## src/rtl/syncgen_pkg.sv

```systemverilog
`timescale 1ns/1ps
package syncgen_pkg;
    localparam int CNT_W  = 12;   // run, offset and repeat counts
    localparam int POS_W  = 10;   // waveform edge positions (half ticks)
    localparam int SRC_W  = 4;    // source select codes
    localparam int DATA_W = 32;   // write data width

    typedef enum logic [1:0] {
        PH_IDLE = 2'd0,
        PH_OFS  = 2'd1,
        PH_RUN  = 2'd2,
        PH_DONE = 2'd3
    } phase_e;

    typedef struct packed {
        logic [SRC_W-1:0] run_src;
        logic [SRC_W-1:0] ofs_src;
        logic [SRC_W-1:0] clr_src;
        logic [SRC_W-1:0] trig_src;
        logic [CNT_W-1:0] run_len;
        logic [CNT_W-1:0] ofs_len;
        logic [CNT_W-1:0] rep_cnt;
        logic             wave_en;
        logic [POS_W-1:0] up_pos;
        logic [POS_W-1:0] down_pos;
    } chan_cfg_t;
endpackage

```

## src/rtl/stg_cfg_bank.sv

```systemverilog
`timescale 1ns/1ps
module stg_cfg_bank
    import syncgen_pkg::*;
#(
    parameter int NCNT = 8,
    localparam int IW = $clog2(NCNT),
    localparam int ADDR_W = IW + 3
) (
    input  logic              clk,
    input  logic              rst_n,
    input  logic              cfg_we,
    input  logic [ADDR_W-1:0] cfg_addr,
    input  logic [DATA_W-1:0] cfg_wdata,
    input  logic              start,
    output chan_cfg_t         cfg_o [NCNT],
    output logic [NCNT-1:0]   pol_o
);
    typedef struct packed {
        chan_cfg_t [NCNT-1:0] shd;
        chan_cfg_t [NCNT-1:0] act;
        logic [NCNT-1:0]      pol_shd;
        logic [NCNT-1:0]      pol_act;
    } bank_t;

    bank_t st_d, st_q;
    logic [IW-1:0] widx;

    always_comb begin
        st_d = st_q;
        widx = cfg_addr[IW+1:2];
        if (cfg_we) begin
            if (cfg_addr[ADDR_W-1]) begin
                if (cfg_addr[ADDR_W-2:0] == '0)
                    st_d.pol_shd = cfg_wdata[NCNT-1:0];
            end else if (int'(widx) < NCNT) begin
                case (cfg_addr[1:0])
                    2'd0: begin
                        st_d.shd[widx].run_len = cfg_wdata[11:0];
                        st_d.shd[widx].ofs_len = cfg_wdata[23:12];
                        st_d.shd[widx].run_src = cfg_wdata[27:24];
                        st_d.shd[widx].ofs_src = cfg_wdata[31:28];
                    end
                    2'd1: begin
                        st_d.shd[widx].rep_cnt  = cfg_wdata[11:0];
                        st_d.shd[widx].clr_src  = cfg_wdata[15:12];
                        st_d.shd[widx].trig_src = cfg_wdata[19:16];
                        st_d.shd[widx].wave_en  = cfg_wdata[20];
                    end
                    2'd2: begin
                        st_d.shd[widx].up_pos   = cfg_wdata[9:0];
                        st_d.shd[widx].down_pos = cfg_wdata[25:16];
                    end
                    default: ;
                endcase
            end
        end
        // shadow becomes active only when the run enable rises
        if (start) begin
            st_d.act     = st_q.shd;
            st_d.pol_act = st_q.pol_shd;
        end
    end

    always_ff @(posedge clk or negedge rst_n) begin
        if (!rst_n) st_q <= '0;
        else        st_q <= st_d;
    end

    for (genvar k = 0; k < NCNT; k++) begin : g_out
        assign cfg_o[k] = start ? st_q.shd[k] : st_q.act[k];
    end
    assign pol_o = st_q.pol_act;
endmodule

```

## src/rtl/stg_counter.sv

```systemverilog
`timescale 1ns/1ps
module stg_counter
    import syncgen_pkg::*;
(
    input  logic             clk,
    input  logic             rst_n,
    input  logic             run,
    input  logic             start,
    input  logic [CNT_W-1:0] run_len,
    input  logic [CNT_W-1:0] ofs_len,
    input  logic [CNT_W-1:0] rep_cnt,
    input  logic             run_tick,
    input  logic             ofs_tick,
    input  logic             clr_tick,
    output logic             fire,
    output logic             restart,
    output logic             pulse_q
);
    typedef struct packed {
        phase_e           ph;
        logic [CNT_W-1:0] cnt;
        logic [CNT_W-1:0] reps;
        logic             pulse;
    } cnt_st_t;

    cnt_st_t st_d, st_q;

    always_comb begin
        st_d       = st_q;
        st_d.pulse = 1'b0;
        restart    = 1'b0;
        if (!run) begin
            st_d.ph   = PH_IDLE;
            st_d.cnt  = '0;
            st_d.reps = '0;
        end else if (start || clr_tick) begin
            // restart dominates any tick in the same clock
            restart   = 1'b1;
            st_d.reps = '0;
            if (ofs_len == '0) begin
                st_d.ph  = PH_RUN;
                st_d.cnt = '0;
            end else begin
                st_d.ph  = PH_OFS;
                st_d.cnt = ofs_len;
            end
        end else begin
            case (st_q.ph)
                PH_OFS: begin
                    if (ofs_tick) begin
                        if (st_q.cnt == CNT_W'(1)) begin
                            st_d.ph  = PH_RUN;
                            st_d.cnt = '0;
                        end else begin
                            st_d.cnt = st_q.cnt - CNT_W'(1);
                        end
                    end
                end
                PH_RUN: begin
                    if (run_tick) begin
                        if (st_q.cnt == '0) begin
                            st_d.pulse = 1'b1;
                            st_d.cnt   = run_len;
                            st_d.reps  = st_q.reps + CNT_W'(1);
                            if (rep_cnt != '0 && (st_q.reps + CNT_W'(1)) == rep_cnt)
                                st_d.ph = PH_DONE;
                        end else begin
                            st_d.cnt = st_q.cnt - CNT_W'(1);
                        end
                    end
                end
                default: ;
            endcase
        end
    end

    always_ff @(posedge clk or negedge rst_n) begin
        if (!rst_n) st_q <= '0;
        else        st_q <= st_d;
    end

    assign fire    = st_d.pulse;
    assign pulse_q = st_q.pulse;
endmodule

```

## src/rtl/stg_wave.sv

```systemverilog
`timescale 1ns/1ps
module stg_wave
    import syncgen_pkg::*;
(
    input  logic             clk,
    input  logic             rst_n,
    input  logic             run,
    input  logic             wave_en,
    input  logic [POS_W-1:0] up_pos,
    input  logic [POS_W-1:0] down_pos,
    input  logic             restart,
    input  logic             fire,
    input  logic             trig_tick,
    output logic             lvl_q
);
    localparam logic [POS_W-1:0] TMAX = '1;

    typedef struct packed {
        logic [POS_W-1:0] tcnt;
        logic             lvl;
    } wv_st_t;

    wv_st_t st_d, st_q;
    logic [POS_W:0]   up_sum, dn_sum;
    logic [POS_W-1:0] up_h, dn_h, nxt;

    always_comb begin
        // half-tick positions round up to the next whole tick
        up_sum = {1'b0, up_pos} + (POS_W+1)'(1);
        dn_sum = {1'b0, down_pos} + (POS_W+1)'(1);
        up_h   = up_sum[POS_W:1];
        dn_h   = dn_sum[POS_W:1];
        nxt    = (st_q.tcnt == TMAX) ? TMAX : st_q.tcnt + POS_W'(1);
        st_d   = st_q;
        if (!run || !wave_en || restart) begin
            st_d.tcnt = TMAX;
            st_d.lvl  = 1'b0;
        end else if (fire) begin
            st_d.tcnt = '0;
            if (up_h == '0)      st_d.lvl = 1'b1;
            else if (dn_h == '0) st_d.lvl = 1'b0;
        end else if (trig_tick) begin
            st_d.tcnt = nxt;
            if (nxt == up_h)      st_d.lvl = 1'b1;
            else if (nxt == dn_h) st_d.lvl = 1'b0;
        end
    end

    always_ff @(posedge clk or negedge rst_n) begin
        if (!rst_n) st_q <= '{tcnt: TMAX, lvl: 1'b0};
        else        st_q <= st_d;
    end

    assign lvl_q = st_q.lvl;
endmodule

```

## src/rtl/sync_timing_array.sv

```systemverilog
`timescale 1ns/1ps
module sync_timing_array
    import syncgen_pkg::*;
#(
    parameter int NCNT = 8,
    localparam int ADDR_W = $clog2(NCNT) + 3
) (
    input  logic              clk,
    input  logic              rst_n,
    input  logic              run_en,
    input  logic              cfg_we,
    input  logic [ADDR_W-1:0] cfg_addr,
    input  logic [DATA_W-1:0] cfg_wdata,
    output logic [NCNT-1:0]   pulse_o,
    output logic [NCNT-1:0]   wave_o
);
    localparam int NSRC = NCNT + 2;

    typedef struct packed {
        logic run;
    } top_st_t;

    top_st_t st_d, st_q;
    logic start;
    chan_cfg_t cfg_eff [NCNT];
    logic [NCNT-1:0] pol_act;
    logic [NCNT-1:0] pulse_v, fire_v, restart_v, wave_lvl;
    logic [NCNT-1:0] run_tk, ofs_tk, clr_tk, trig_tk;
    logic [NSRC-1:0] src_v;

    // code 0: never, code 1: every clock, code n: registered pulse of counter n-1
    function automatic logic pick(input logic [SRC_W-1:0] sel, input logic [NSRC-1:0] v);
        if (int'(sel) < NSRC) return v[sel];
        return 1'b0;
    endfunction

    always_comb begin
        st_d.run = run_en;
        start    = run_en & ~st_q.run;
        src_v    = {pulse_v, 1'b1, 1'b0};
        pulse_o  = pulse_v;
        wave_o   = wave_lvl ^ pol_act;
    end

    always_ff @(posedge clk or negedge rst_n) begin
        if (!rst_n) st_q <= '0;
        else        st_q <= st_d;
    end

    stg_cfg_bank #(.NCNT(NCNT)) u_bank (
        .clk       (clk),
        .rst_n     (rst_n),
        .cfg_we    (cfg_we),
        .cfg_addr  (cfg_addr),
        .cfg_wdata (cfg_wdata),
        .start     (start),
        .cfg_o     (cfg_eff),
        .pol_o     (pol_act)
    );

    for (genvar k = 0; k < NCNT; k++) begin : g_chan
        assign run_tk[k]  = pick(cfg_eff[k].run_src,  src_v);
        assign ofs_tk[k]  = pick(cfg_eff[k].ofs_src,  src_v);
        assign clr_tk[k]  = pick(cfg_eff[k].clr_src,  src_v);
        assign trig_tk[k] = pick(cfg_eff[k].trig_src, src_v);

        stg_counter u_cnt (
            .clk      (clk),
            .rst_n    (rst_n),
            .run      (run_en),
            .start    (start),
            .run_len  (cfg_eff[k].run_len),
            .ofs_len  (cfg_eff[k].ofs_len),
            .rep_cnt  (cfg_eff[k].rep_cnt),
            .run_tick (run_tk[k]),
            .ofs_tick (ofs_tk[k]),
            .clr_tick (clr_tk[k]),
            .fire     (fire_v[k]),
            .restart  (restart_v[k]),
            .pulse_q  (pulse_v[k])
        );

        stg_wave u_wave (
            .clk       (clk),
            .rst_n     (rst_n),
            .run       (run_en),
            .wave_en   (cfg_eff[k].wave_en),
            .up_pos    (cfg_eff[k].up_pos),
            .down_pos  (cfg_eff[k].down_pos),
            .restart   (restart_v[k]),
            .fire      (fire_v[k]),
            .trig_tick (trig_tk[k]),
            .lvl_q     (wave_lvl[k])
        );
    end
endmodule

```

## config.mk

```make
export PLATFORM = sky130hd
export DESIGN_NAME = sync_timing_array
export DESIGN_NICKNAME = d
export VERILOG_FILES = /design/src/rtl/syncgen_pkg.sv /design/src/rtl/stg_cfg_bank.sv /design/src/rtl/stg_counter.sv /design/src/rtl/stg_wave.sv /design/src/rtl/sync_timing_array.sv
export SDC_FILE = /design/constraint.sdc
export NUM_CORES = 2
export LEC_CHECK = 0
export BUFFER_PORTS_ARGS = -buffer_cell sky130_fd_sc_hd__buf_4
export CORE_MARGIN = 2
export CORE_UTILIZATION = 58
export DETAILED_ROUTE_END_ITERATION = 16
export PLACE_DENSITY = 0.85
export SETUP_SLACK_MARGIN = 0.05
export SLEW_MARGIN = 25
export SYNTH_ARGS = -nofsm -noshare
export SYNTH_HDL_FRONTEND = slang
export SYNTH_HIERARCHICAL = 1
export SYNTH_SLANG_ARGS = --single-unit
```

## constraint.sdc

```tcl
create_clock -name clk -period 4.1 [get_ports clk]
set_clock_uncertainty 0.2 [all_clocks]
set_input_delay 0.82 -clock clk [delete_from_list [all_inputs] [get_ports clk]]
set_output_delay 0.82 -clock clk [all_outputs]
set_load 0.05 [all_outputs]
```

* After elaboration in Yosys (flattened, before gate mapping) *
Cells that the tools add are included.

word-level totals
  register bits = 1489
  input bits = 42
  output and inout port bits = 16
  logic and storage cells = 993

operators by class
  $add $sub $neg = 40
  $lt $le $gt $ge = 66
  equal/unequal tests = 138
  mux-type cells = 399
  bitwise gates (word level) = 4
  reductions and logical operators = 135

operators with widths
  kind                                                        number
  bitwise mux 584 bit                                         10
  demux 73 bit (select 3 bit)                                 10
  case mux 584 bit (3 select lines)                           1
  two-way mux 73 bit                                          9
  two-way mux 26 bit                                          16
  two-way mux 11 bit                                          24
  two-way mux 14 bit                                          16
  case mux 14 bit (2 select lines)                            8
  two-way mux 27 bit                                          8
  two-way mux 13 bit                                          16
  logical NOT 12 bit                                          16
  two-way mux 1 bit                                           192
  two-way mux 12 bit                                          16
  adder 10 x 1 -> 11 bit, second input constant               16
  == test 10 bit                                              16
  logical NOT 10 bit                                          16
  less-than comparator 4 x 5 -> 1 bit, second input constant  32
  != test 4 x 2 -> 1 bit, second input constant               40
  binary-select mux 1 bit (select 4 bit)                      32
  less-than comparator 4 bit, second input constant           32
  adder 12 x 1 -> 12 bit, second input constant               8
  == test 12 x 1 -> 1 bit, second input constant              8
  == test 12 bit                                              8
  nonzero test 12 bit                                         8
  other kinds (31)                                            224

* Logic depth before layout (Yosys ltp) *
  depth in word-level cells = 13
  mapped depth = 17
  mapped depth without buffers = 13

* Hierarchy *
The synthesis kept the hierarchy.

modules (own cells, without submodules)
  module             times used  cells an instance  area each (um^2)  sequential area each (um^2)
  stg_cfg_bank       1           2791               44207.4           29628.4
  stg_counter        8           239                2093.3            675.6
  stg_wave           8           211                1640.3            287.8
  sync_timing_array  1           511                3083.0            25.0

* Worst setup path after synthesis *
OpenSTA, ideal clock, no wires.

  path kind = input to register
  start = in run_en
  end = reg g_chan[3].u_cnt/st_q[25] in the netlist's numbering
  setup time = 0.082 ns
  data arrival time = 4.708 ns
  required time = 3.818 ns
  slack = -0.890 ns
  stages on the path = 15
  path buffers = 3
  cell sequence = nor2b_1 -> clkbuf_1 -> clkbuf_1 -> buf_2 -> mux2_2 -> nand2_1 -> o21ai_1 -> or4_1 -> a21oi_1 -> inv_1 -> a221o_1 -> or4_4 -> a2111oi_4 -> o2111ai_1 -> a22oi_2

RTL lines
  what                  RTL line                 RTL
  start, declared       sync_timing_array.sv:10  input logic run_en,
  end signal, assigned  stg_counter.sv:79        else st_q <= st_d;
  end, declared         stg_counter.sv:26        cnt_st_t st_d, st_q;

==> flow_summary.json <==
{
  "clock-sinks": 1489,
  "track_usage_pct": 34.62,
  "placed_area_um2": 84580,
  "critPathTopFamily": "compound AO/OA/AOI/OAI gates",
  "grt_max_degree": 120,
  "ys_warn_count": 6,
  "r2r_end": "g_chan[5].u_cnt/st_q[25]$_DFFE_PN0P_",
  "drtAntennaViolNets": 0,
  "cp-endpoint": "g_chan[5].u_cnt/st_q[25]$_DFFE_PN0P_",
  "cts_tree": "yes",
  "grt_pass1_wl_mm": 369.3,
  "antenna_found_initial": 17,
  "gp_congestion": 0.9606,
  "drv_slew": 0,
  "final.setup.tns_ns": 0,
  "cp.arrival_ns": 4.56,
  "cp.required_ns": 4.63,
  "max_stage_delay_ns": 0.49,
  "synth_top_area_share_pct": 45.70,
  "rsz0062_at_grt": "yes",
  "root_buffer": "clkbuf_16",
  "hold_viol_final": 0,
  "multi_input_area_um2": 37820,
  "synth_seq_cells": 1489,
  "drv_cap": 0,
  "vias": 64000,
  "nets": 7588,
  "synth_most_common_cell": "dfrtp_1",
  "post-route-cell-area_um2": 90750,
  "syn_area_per_cell_um2": 11.18,
  "design.die.area_um2": 136000,
  "syn_nets": 7020,
  "gr-total-overflow": 0,
  "syn-cell-area_um2": 77160,
  "status": "finished clean",
  "ir_worst_vdd_uv": 482.4,
  "crit_path_start": "st_q$_DFF_PN0_",
  "die_width_um": 368.7,
  "syn-instance-count": 6902,
  "clockBufferDepth": 3,
  "port-buffer-count": 57,
  "cpMostUsedCell": "buf_12",
  "period_minus_slack_ns": 4.029,
  "final-setup-viol-count": 0,
  "drive_gt1_share_pct": 28.15,
  "path_cells": "nor2b_4 -> buf_12 -> buf_12 -> buf_6 -> buf_4 -> mux2_4 -> nand2_2 -> o21ai_1 -> or4_1 -> a21oi_2 -> inv_1 -> a221o_1 -> or4_4 -> a2111oi_4 -> o2111ai_2 -> a22oi_2",
  "rr_worst_depth": 16,
  "hp-class": "reg2reg",
  "first_pass_iters": 6,
  "wl_mm": 241.4,
  "dp_hpwl_mm": 154.7,
  "synthArstFlopShare_pct": 100.0,
  "synth_top_area_cell": "dfrtp_1",
  "cpMaxStageDelayCell": "or4_1",
  "clkTransAtPathRegs_ns": 0.07,
  "grt_pass1_vias": 63240,
  "start_util_pct": 58.54,
  "ys_top_cells_by_count": "dfrtp_1, mux2_2, a22o_1, nand2_1, nor2_1",
  "fmax_mhz": 248.2,
  "p_leak_nw": 41.82,
  "regArea_um2": 37370,
  "crit_path_start_kind": "flop",
  "finalCritPeriodShare_pct": 98.27,
  "cp.depth": 16,
  "worst-setup-path-type": "reg2reg",
  "synth.distinct_cells": 91,
  "avgViaCountPerCell": 6.829,
  "cts_buffers": 154,
  "cp_max_fo": 5,
  "crit_buf_inv": 5,
  "htreeDepth": 4,
  "post-route-drc-count": 0,
  "power_density_nw_per_um2": 440.8,
  "n_fill_cell": 8640,
  "seq_area_frac_synth_pct": 48.42,
  "ioPinCount": 58,
  "syn2layout_area_growth_pct": 17.61,
  "die_height_um": 368.7,
  "coreArea_um2": 131800,
  "core.rowCount": 133,
  "crit_path_end_kind": "flop",
  "regToRegStartpoint": "st_q$_DFF_PN0_",
  "drt_iter0_drc": 7879,
  "ys.flop_type": "dfrtp_1",
  "rrSetupSlack_ns": 0.07,
  "worst_pin_slew_ns": 1.104,
  "clk_latency_ns": 0.80,
  "synth_edf_count": 0,
  "relSlewSlack_pct": 26.05,
  "wl_per_cell_um": 25.75,
  "synth.top_cells.by_area": "dfrtp_1, mux2_2, a22o_1"
}
area by class of cell:
class	instances	area share, %
multi-input cells	4833	41.67
flip-flops and latches	1489	41.18
repair buffers	884	8.376
inverters	108	0.4467
clock inverters	56	0.9348
diodes	20	0.05515
well taps	1755	2.420
clock buffers	228	4.919
per-stage QoR:
| stage | setup slack (ns) | util (%) | std cells | hold slack, ns | power (mW) |
|---|---|---|---|---|---|
| detailed placement | -0.6599 | 64.18 | 9046 | 0.2685 | 24.75 |
| global placement | -0.5377 | 64.18 | 9046 | 0.2655 | 24.37 |
| global route | -0.02302 | 68.82 | 9354 | 0.2992 | 41.34 |
| floorplan | -0.2100 | - | 6902 | 0.2507 | 21.94 |
| finish | 0.07099 | 68.86 | 9373 | 0.2843 | 40.00 |
| CTS | 0.02410 | 68.33 | 9338 | 0.2873 | 39.62 |
kinds of logic (layout without fill, tap and decap cells):
logic type | count (synthesis) | after routing | share of synthesized area, %
simple gates | 1900 | 1900 | 13.94
compound gates | 1737 | 1737 | 17.47
flops | 1489 | 1489 | 48.42
mux | 688 | 688 | 9.937
buf+inv | 580 | 1276 | 3.722
xor+xnor | 424 | 424 | 5.176
fa+ha+maj | 84 | 84 | 1.336
other cells | 0 | 20 | 0
cells in the final DEF (no fill, tap or decap), drive strengths merged, types with 32 or more instances in the layout:
| cell | synthesis | routed |
|---|---|---|
| a211o | 55 | 55 |
| a221o | 40 | 40 |
| nand3 | 177 | 177 |
| xor2 | 128 | 128 |
| mux2i | 64 | 64 |
| a31oi | 32 | 32 |
| ha | 76 | 76 |
| o2bb2ai | 88 | 88 |
| nor2 | 371 | 371 |
| or3 | 56 | 56 |
| or4 | 71 | 71 |
| clkbuf | 140 | 232 |
| buf | 329 | 877 |
| a22o | 400 | 400 |
| inv | 108 | 122 |
| o21ai | 320 | 320 |
| a41oi | 32 | 32 |
| o31ai | 48 | 48 |
| a2bb2oi | 32 | 32 |
| and2 | 35 | 35 |
| mux2 | 624 | 624 |
| xnor2 | 280 | 280 |
| nor3b | 36 | 36 |
| and3 | 67 | 67 |
| nor3 | 193 | 193 |
| a21oi | 199 | 199 |
| nand4 | 88 | 88 |
| dfrtp | 1409 | 1409 |
| and4 | 75 | 75 |
| nor2b | 78 | 78 |
| o211ai | 56 | 56 |
| a221oi | 48 | 48 |
| nor4 | 104 | 104 |
| a32o | 120 | 120 |
| dfstp | 80 | 80 |
| o21a | 56 | 56 |
| nand2 | 400 | 400 |
| a211oi | 49 | 49 |
power by group:
part           switching, mW  internal (mW)  total [mW]  leakage, nW
Sequential             0.948           15.9        16.8         20.2
Combinational           4.75           3.59        8.34         19.0
Clock                   6.16           8.68        14.8         2.59
worst min path at each step:
| stage | slack, ns | cells after the start | from | end |
|---|---|---|---|---|
| floorplan | 0.25 | 1 | flop | flop |
| global placement | 0.27 | 1 | flop | flop |
| detailed placement | 0.27 | 1 | flop | flop |
| CTS | 0.29 | 1 | flop | flop |
| global route | 0.30 | 1 | flop | flop |
| finish | 0.28 | 1 | flop | flop |
routing by layer:
layer	part of all wire (%)	global-route usage [%]	routed length, µm
met4	5.7	18.30	13680
met3	12	9.185	28010
met2	45	52.51	108400
met1	38	45.66	91120
met5	0.081	0	195
timing repair:
action,4_1_cts,5_1_grt
buffers inserted,5,11
gates cloned,2,4
resized for setup,6,100
hold buffers,1,0
setup endpoints to repair,19,95
endpoints found under the hold margin,60,0
pin swaps,4,30
worst reg2reg max path, delay by kind of cell (launching register included):
kind	cells	cell delay, ns
compound gates	6	1.28
flops	1	0.40
simple gates	4	1.16
mux	1	0.32
buf+inv	5	0.62
Note: power is estimated with default switching activity, not from simulation.
